**config.mk**
```make
export PLATFORM = sky130hd
export DESIGN_NAME = shm_prio_grant
export DESIGN_NICKNAME = d
export VERILOG_FILES = /design/src/rtl/prio_grant_pkg.sv /design/src/rtl/grant_slot_seq.sv /design/src/rtl/grant_limit_clamp.sv /design/src/rtl/grant_compare.sv /design/src/rtl/shm_prio_grant.sv
export SDC_FILE = /design/constraint.sdc
export NUM_CORES = 1
export LEC_CHECK = 0
export BUFFER_PORTS_ARGS = -buffer_cell sky130_fd_sc_hd__buf_4
export CORE_MARGIN = 10
export CORE_UTILIZATION = 49
export DETAILED_ROUTE_END_ITERATION = 12
export PLACE_DENSITY_LB_ADDON = 0.25
export SYNTH_ARGS = -nofsm -noshare
export SYNTH_HDL_FRONTEND = slang
export SYNTH_SLANG_ARGS = --single-unit
```
**constraint.sdc**
```tcl
create_clock -name clk -period 6.6 [get_ports clk]
set_input_delay 1.32 -clock clk [delete_from_list [all_inputs] [get_ports clk]]
set_output_delay 1.32 -clock clk [all_outputs]
set_load 0.05 [all_outputs]
```
**src/rtl/prio_grant_pkg.sv**
```systemverilog
package prio_grant_pkg;

    // Four-cycle slot ring; PH_SAMPLE closes a slot by loading the grant
    typedef enum logic [1:0] {
        PH_LOAD   = 2'd0,
        PH_HOLD_A = 2'd1,
        PH_HOLD_B = 2'd2,
        PH_SAMPLE = 2'd3
    } slot_phase_e;

endpackage

```
**src/rtl/grant_slot_seq.sv**
```systemverilog
module grant_slot_seq
    import prio_grant_pkg::*;
(
    input  logic clk,
    input  logic rst,
    output logic load_en_o,
    output logic fresh_o
);

    slot_phase_e phase_q;
    slot_phase_e phase_d;

    always_ff @(posedge clk) begin
        if (rst) begin
            phase_q <= PH_LOAD;
        end else begin
            phase_q <= phase_d;
        end
    end

    always_comb begin
        phase_d = phase_q;
        unique case (phase_q)
            PH_LOAD:   phase_d = PH_HOLD_A;
            PH_HOLD_A: phase_d = PH_HOLD_B;
            PH_HOLD_B: phase_d = PH_SAMPLE;
            PH_SAMPLE: phase_d = PH_LOAD;
            default:   phase_d = PH_LOAD;
        endcase
    end

    always_comb begin
        load_en_o = 1'b0;
        fresh_o   = 1'b0;
        unique case (phase_q)
            PH_LOAD:   fresh_o   = 1'b1;
            PH_HOLD_A: ;
            PH_HOLD_B: ;
            PH_SAMPLE: load_en_o = 1'b1;
            default:   ;
        endcase
    end


    wrap_order_chk: assert property (@(posedge clk) disable iff (rst)
        (phase_q == PH_SAMPLE) |=> (phase_q == PH_LOAD));


    hold_step_chk: assert property (@(posedge clk) disable iff (rst)
        (phase_q == PH_HOLD_B) |=> (phase_q == PH_SAMPLE));

endmodule

```
**src/rtl/grant_limit_clamp.sv**
```systemverilog
module grant_limit_clamp #(
    parameter int NUM_PRIO = 4,
    parameter int OCC_W    = 8
) (
    input  logic [NUM_PRIO*OCC_W-1:0] thr_i,
    output logic [NUM_PRIO*OCC_W-1:0] lim_o
);

    // Running minimum from the most urgent priority downward
    for (genvar n = 0; n < NUM_PRIO; n++) begin : g_lim
        logic [OCC_W-1:0] own_thr;
        assign own_thr = thr_i[n*OCC_W +: OCC_W];
        if (n == 0) begin : g_head
            assign lim_o[n*OCC_W +: OCC_W] = own_thr;
        end else begin : g_link
            logic [OCC_W-1:0] up_lim;
            assign up_lim = lim_o[(n-1)*OCC_W +: OCC_W];
            assign lim_o[n*OCC_W +: OCC_W] = (own_thr < up_lim) ? own_thr : up_lim;
        end
    end

endmodule

```
**src/rtl/grant_compare.sv**
```systemverilog
module grant_compare #(
    parameter int NUM_PRIO = 4,
    parameter int OCC_W    = 8
) (
    input  logic [OCC_W-1:0]          occ_i,
    input  logic [NUM_PRIO*OCC_W-1:0] lim_i,
    output logic [NUM_PRIO-1:0]       grant_o
);

    for (genvar n = 0; n < NUM_PRIO; n++) begin : g_cmp
        assign grant_o[n] = (occ_i < lim_i[n*OCC_W +: OCC_W]);
    end

endmodule

```
**src/rtl/shm_prio_grant.sv**
```systemverilog
module shm_prio_grant #(
    parameter int NUM_PRIO = 4,
    parameter int OCC_W    = 8
) (
    input  logic                      clk,
    input  logic                      rst,
    input  logic [OCC_W-1:0]          occ_i,
    input  logic [NUM_PRIO*OCC_W-1:0] thr_i,
    output logic [NUM_PRIO-1:0]       grant_o,
    output logic                      ctrl_ok_o,
    output logic                      upd_o
);

    localparam logic [NUM_PRIO-1:0] ONE_P = NUM_PRIO'(1);

    logic                      load_en;
    logic                      fresh;
    logic [NUM_PRIO*OCC_W-1:0] lim;
    logic [NUM_PRIO-1:0]       grant_next;
    logic [NUM_PRIO-1:0]       grant_q;
    logic                      ctrl_q;

    grant_slot_seq u_seq (
        .clk       (clk),
        .rst       (rst),
        .load_en_o (load_en),
        .fresh_o   (fresh)
    );

    grant_limit_clamp #(.NUM_PRIO(NUM_PRIO), .OCC_W(OCC_W)) u_clamp (
        .thr_i (thr_i),
        .lim_o (lim)
    );

    grant_compare #(.NUM_PRIO(NUM_PRIO), .OCC_W(OCC_W)) u_cmp (
        .occ_i   (occ_i),
        .lim_i   (lim),
        .grant_o (grant_next)
    );

    always_ff @(posedge clk) begin
        if (rst) begin
            grant_q <= '0;
            ctrl_q  <= 1'b0;
        end else if (load_en) begin
            grant_q <= grant_next;
            ctrl_q  <= |grant_next;
        end
    end

    assign grant_o   = grant_q;
    assign ctrl_ok_o = ctrl_q;
    assign upd_o     = fresh;


    grant_hold_chk: assert property (@(posedge clk) disable iff (rst)
        !upd_o |-> $stable(grant_o));


    thermo_code_chk: assert property (@(posedge clk) disable iff (rst)
        ((grant_o & (grant_o + ONE_P)) == '0));


    ctrl_match_chk: assert property (@(posedge clk) disable iff (rst)
        ctrl_ok_o == (grant_o != '0));


    reset_idle_chk: assert property (@(posedge clk)
        rst |=> (grant_o == '0 && !ctrl_ok_o && upd_o));

endmodule

```
Word-level counts from Yosys, hierarchy flattened --
Index checks and enable logic that the tools add are counted.
Storage, ports and cells: output and inout port bits 6, register bits 7, logic and storage cells 21
Operators by class: $lt $le $gt $ge 7, reductions and logical operators 2, equality and inequality tests 3, muxes and demuxes 6
Operators with widths (number):
- 8-bit less-than comparator | 7
- 8-bit 2-to-1 mux | 3
- 2-bit case mux with 4 select lines | 1
- 2-bit == test (second input constant) | 2
- 4-bit OR reduction | 1
- 2-bit by 1-bit == test with 1-bit output (second input constant) | 1
- 2-bit logical NOT | 1
- 1-bit 2-to-1 mux | 2

Longest topological paths before layout --
word-level depth 8, depth in mapped cells 30, gate-level depth less buffers 28

Hierarchy --
Synthesis repeated with hierarchy kept, for this count alone.
Second synthesis, totals: cell total of the unflattened synthesis 248, area, all modules 1890.6 sq um
By module, submodules not included:
- grant_limit_clamp | area an instance 897.1 sq um, instances 1, cells each 121, seq. area each 0.0 sq um
- grant_compare | area an instance 705.7 sq um, instances 1, cells each 101, seq. area each 0.0 sq um
- shm_prio_grant | area an instance 186.4 sq um, instances 1, cells each 17, seq. area each 100.1 sq um
- grant_slot_seq | area an instance 101.3 sq um, instances 1, cells each 9, seq. area each 40.0 sq um

Worst setup path before layout --
OpenSTA, ideal clock, no wires.
path kind input port to flip-flop, from in thr_i[6], to reg ctrl_q, in the netlist ctrl_ok_o, required time 6516 ps, setup time 84 ps, setup slack -164 ps, stages on the path 30, buffers on the path 2, arrival time 6679 ps, path through inv_1 > ha_1 > a21o_1 > a211oi_2 > o21ai_2 > nand2_1 > nor2_1 > a21oi_1 > ha_1 > a21o_1 > a21o_1 > a221o_1 > a31oi_2 > buf_2 > mux2i_1 > ha_1 > a21oi_1 > a21boi_0 > o21ai_0 > nand2b_1 > a21oi_4 > buf_4 > nor2_1 > a21oi_1 > ha_1 > and4_1 > and4_1 > nand2_1 > mux2i_1 > o31ai_2
On the way: cells in the longest elaborated chain, start to end 8, elaborated cells on any way between the ends 11, classes of those cells order compare (7); mux (3); reduce/logical (1)
RTL lines:
- start, declared | RTL line shm_prio_grant.sv:8 | input logic [NUM_PRIO*OCC_W-1:0] thr_i,
- 8-bit less-than comparator | RTL line grant_limit_clamp.sv:18 | assign lim_o[n*OCC_W +: OCC_W] = (own_thr < up_lim) ? own_thr : up_lim;
- 8-bit 2-to-1 mux | RTL line grant_limit_clamp.sv:18
- 8-bit less-than comparator | RTL line grant_limit_clamp.sv:18
- 8-bit 2-to-1 mux | RTL line grant_limit_clamp.sv:18
- 8-bit less-than comparator | RTL line grant_limit_clamp.sv:18
- 8-bit 2-to-1 mux | RTL line grant_limit_clamp.sv:18
- 8-bit less-than comparator | RTL line grant_compare.sv:11 | assign grant_o[n] = (occ_i < lim_i[n*OCC_W +: OCC_W]);
- 4-bit OR reduction (*) | RTL line shm_prio_grant.sv:47 | ctrl_q <= |grant_next;
- end signal, assigned | RTL line shm_prio_grant.sv:47
- end, declared | RTL line shm_prio_grant.sv:21 | logic ctrl_q;
Mark *: on every way between the ends. The rest lies on a longest branch, timed or not. A chain may end at the register's enable or synchronous reset.

Final worst setup path --
from in thr_i[5], to reg grant_q[3], in the netlist grant_o[3]
On the way: cells in the longest elaborated chain, start to end 7
RTL lines:
- 8-bit less-than comparator | RTL line grant_limit_clamp.sv:18
- 8-bit 2-to-1 mux (*) | RTL line grant_limit_clamp.sv:18
- 8-bit less-than comparator | RTL line grant_limit_clamp.sv:18
- 8-bit 2-to-1 mux (*) | RTL line grant_limit_clamp.sv:18
- 8-bit less-than comparator | RTL line grant_limit_clamp.sv:18
- 8-bit 2-to-1 mux (*) | RTL line grant_limit_clamp.sv:18
- 8-bit less-than comparator (*) | RTL line grant_compare.sv:11
- end signal, assigned | RTL line shm_prio_grant.sv:46 | grant_q <= grant_next;
- end, declared | RTL line shm_prio_grant.sv:20 | logic [NUM_PRIO-1:0] grant_q;
Marks and branches as above.

==> impl_metrics.csv <==
group,metric,value,unit
power_and_ir_drop,ir_worst_vdd,105,uV
routing,vias_per_cell,5.67,
routing,ant_nets,0,
worst_setup_path,crit_fanout,6,
grt,grt_pass1_vias,1951,
worst_setup_path,crit_path_start_kind,"input pin",
synthesis,synth_xor_area_share,0,%
worst_setup_path,rr_worst_depth,5,
sta,fin_crit_sh,98.1,%
worst_setup_path,slowest_stage,"a221o_1",
synthesis,synthSimpleGateAreaFrac,17.4,%
synthesis,yosys-top-cells-count,"ha_1, a21oi_1, inv_1, nor2_1, nand2_1",
cts,cts-buffers-inserted,3,
worst_setup_path,worstReg2RegEnd,"ctrl_ok_o",
synthesis,synth_top_cell_area_share,29.8,%
hold_path,hold_depth,2,
power_and_ir_drop,p_leak,0.00133,uW
synthesis,synth_area_leaders,"ha_1, dfxtp_1, a21oi_1, a21o_1, inv_1",
routing,wl_met3,321,um
sta,maxClockFrequency,154,MHz
worst_setup_path,setup.worst_path.class,"input pin to flop",
synthesis,yosysTopAreaCell,"ha_1",
floorplan,dieWidth,81.4,um
routing,wl_met2,2.63,mm
sta,slew_headroom,63.6,%
worst_setup_path,critPathCaptureType,"flop",
cts,cts_sinks,7,
hold_path,worstHoldEndpoint,"grant_o[2]",
synthesis,synth_compound_area_share,31.6,%
cts,h-tree-depth,1,
sta,finClkSkew,0.0101,ns
floorplan,initial_utilization,50.4,%
hold_path,hold_start,"grant_o[2]",
routing,drc,0,
synthesis,synth_top_family_by_area,"adder cells",
synthesis,async_flop_share,0,%
synthesis,yosysSeqAreaShare,7.59,%
finish,syn2layout_area_growth,40.4,%
cts,tritoncts,"built",
cts,ctsLongestPathBuffers,2,
placement,dp_hpwl,4.48,mm
grt,grt_pass1_wl,8.85,mm
synthesis,synth_edf_count,0,
grt,grt_usage,16.2,%
worst_setup_path,r2r-start,"u_seq.phase_q[1]",
finish,finish.net_count,396,
synthesis,yosysWarnings,0,
sta,worst_pin_slew,0.533,ns
synthesis,post-synth-top-count-cell,"ha_1",
power_and_ir_drop,pwr_density_cell,200,nW/um^2
routing,drt_iter0_markers,77,
sta,setup_violations,0,
floorplan,fp-row-count,22,
job,max-cap-violations,0,
routing,drtPass1Iterations,5,
synthesis,synth_mux_area_share,4.95,%
synthesis,syn_nets,320,
routing,num_vias,2024,
cts,cts-root-buf,"clkbuf_8",
floorplan,dieArea,6620,sq um
finish,n_antenna_cell,0,
synthesis,synth.distinct_cells,50,
finish,fillers,307,
worst_setup_path,max_stage_delay,0.33,ns
cts,clk_latency,0.25,ns
grt,grt_overflow_total,0,
routing,met1_length,2.57,mm
synthesis,syn_area_per_cell,7.89,sq um
placement,dpl_cell_area,2430,sq um
placement,gp_congestion,0.901,
routing,finalWirelength,5.57,mm
routing,top_layer_used,"met4",
grt,grt_max_degree,9,
cts,clkTransAtPathRegs,0.05,ns
worst_setup_path,cp_data_arrival_time,6.65,ns
power_and_ir_drop,p_total,519,uW
floorplan,num_io_pins,48,
status,outcome,"completed",
floorplan,die_h,81.4,um
synthesis,synthAdderAreaFrac,32.7,%
worst_setup_path,cp.required,6.77,ns
finish,drive_gt1_share,33.0,%
routing,routedWlPerCell,15.6,um
sta,hold_viol,0,
synthesis,syn_inst,234,
synthesis,synth_ff_type,"dfxtp_1",
grt,antenna_found_initial,0,
synthesis,synthesis.area,1850,sq um
sta,finalCriticalPeriod,6.48,ns
synthesis,ys_ff_latch,7,
finish,final_area,2590,sq um
placement,numPortBuffers,47,
worst_setup_path,r2r_slack,5.02,ns
hold_path,min_path_type,"flop to flop",
sta,drv_slew,0,
floorplan,core-area,3660,sq um
[layout by cell type (no fill, tap or decap), types with 2 or more instances in the layout]
| cell | netlist | routed |
|---|---|---|
| buf_4 | 1 | 72 |
| ha_1 | 44 | 40 |
| nor2_1 | 24 | 24 |
| inv_1 | 24 | 22 |
| a21oi_1 | 24 | 19 |
| nand2_1 | 13 | 12 |
| a21o_1 | 12 | 12 |
| dfxtp_1 | 7 | 7 |
| nand2b_1 | 6 | 6 |
| mux2i_1 | 8 | 6 |
| nand3_1 | 6 | 6 |
| a21oi_2 | 0 | 5 |
| o211ai_1 | 4 | 4 |
| and3_1 | 4 | 4 |
| o21a_1 | 3 | 3 |
| o21ai_1 | 1 | 3 |
| maj3_1 | 3 | 3 |
| o21ai_0 | 5 | 3 |
| and4_1 | 3 | 3 |
| nor3_1 | 3 | 3 |
| ha_4 | 0 | 3 |
| clkbuf_8 | 0 | 3 |
| inv_2 | 0 | 2 |
| nor2b_1 | 2 | 2 |
| a221o_1 | 2 | 2 |
| o2111ai_1 | 2 | 2 |
| o211a_1 | 2 | 2 |
| a311oi_1 | 2 | 2 |
| maj3_2 | 2 | 2 |
| a21boi_0 | 2 | 2 |
| a211o_1 | 2 | 2 |
[worst max-delay path, delay by kind of cell]
family                     cells  cell delay (ns)
AOI/OAI and AO/OA             13             2.31
adders and majority gates      4             1.08
buffers and inverters          5             0.66
muxes                          2             0.47
and+or+nand+nor                6             0.81
[how the worst max path moves through the flow]
stage / endpoint / start
finish: grant_o[3] / thr_i[5]
global placement: grant_o[3] / thr_i[6]
detailed placement: grant_o[3] / thr_i[6]
floorplan: ctrl_ok_o / thr_i[6]
CTS: grant_o[3] / thr_i[6]
global route: grant_o[3] / thr_i[5]
[cells by family (layout without fill, tap and decap cells)]
| family | after synthesis | in the layout |
|---|---|---|
| flip-flops | 7 | 7 |
| multiplexers | 9 | 9 |
| AO/OA/AOI/OAI | 77 | 77 |
| AND/OR/NAND/NOR | 65 | 65 |
| buffers and inverters | 27 | 102 |
| adder cells (fa/ha/maj) | 49 | 49 |
[power by group]
part	switching (uW)	internal [uW]	leakage, uW	total (uW)
registers	6.22	52.8	0.0000574	59.0
logic	208	185	0.00125	393
clock network	24.5	42.3	0.0000228	66.8
total	239	280	0.00133	519
[cell type report]
type                            instances  area [sq um]  share of cell area, %
Clock buffer                            4          45.0                   1.74
Inverter                               24          90.1                   3.47
Multi-Input combinational cell        200          1690                   65.0
Sequential cell                         7           140                   5.41
Tap cell                               48          60.1                   2.32
Timing Repair Buffer                   74           572                   22.1
[stage by stage]
step | worst slack [ns] | setup TNS, ns | utilization (%) | hold WS, ns | instances
5_1_grt | -0.132 | -0.132 | 70.8 | 0.542 | 357
2_1_floorplan | 0.00368 | 0 | - | 0.585 | 234
3_5_place_dp | -0.108 | -0.120 | 66.3 | 0.469 | 348
6_report | 0.123 | 0 | 70.8 | 0.477 | 357
3_3_place_gp | 0.00260 | 0 | 66.3 | 0.464 | 348
4_1_cts | 0.0761 | 0 | 67.5 | 0.475 | 352
[flip-flops by register name (all words and copies together) (netlist names)]
| name | cells |
|---|---|
| ctrl_ok_o | 1 |
| u_seq.phase_q | 2 |
| grant_o | 4 |
[metal layers]
layer,GRT usage [%],vias to the layer above
met2,26.0,70
met3,3.31,4
met4,2.77,0
met5,0,-
li1,-,1028
met1,21.8,922
[what timing repair did]
action	in CTS	in global routing
setup endpoints to repair	0	2
hold buffers	0	0
buffers inserted	0	5
resized for setup	0	16
(Power assumes the default switching activity.)
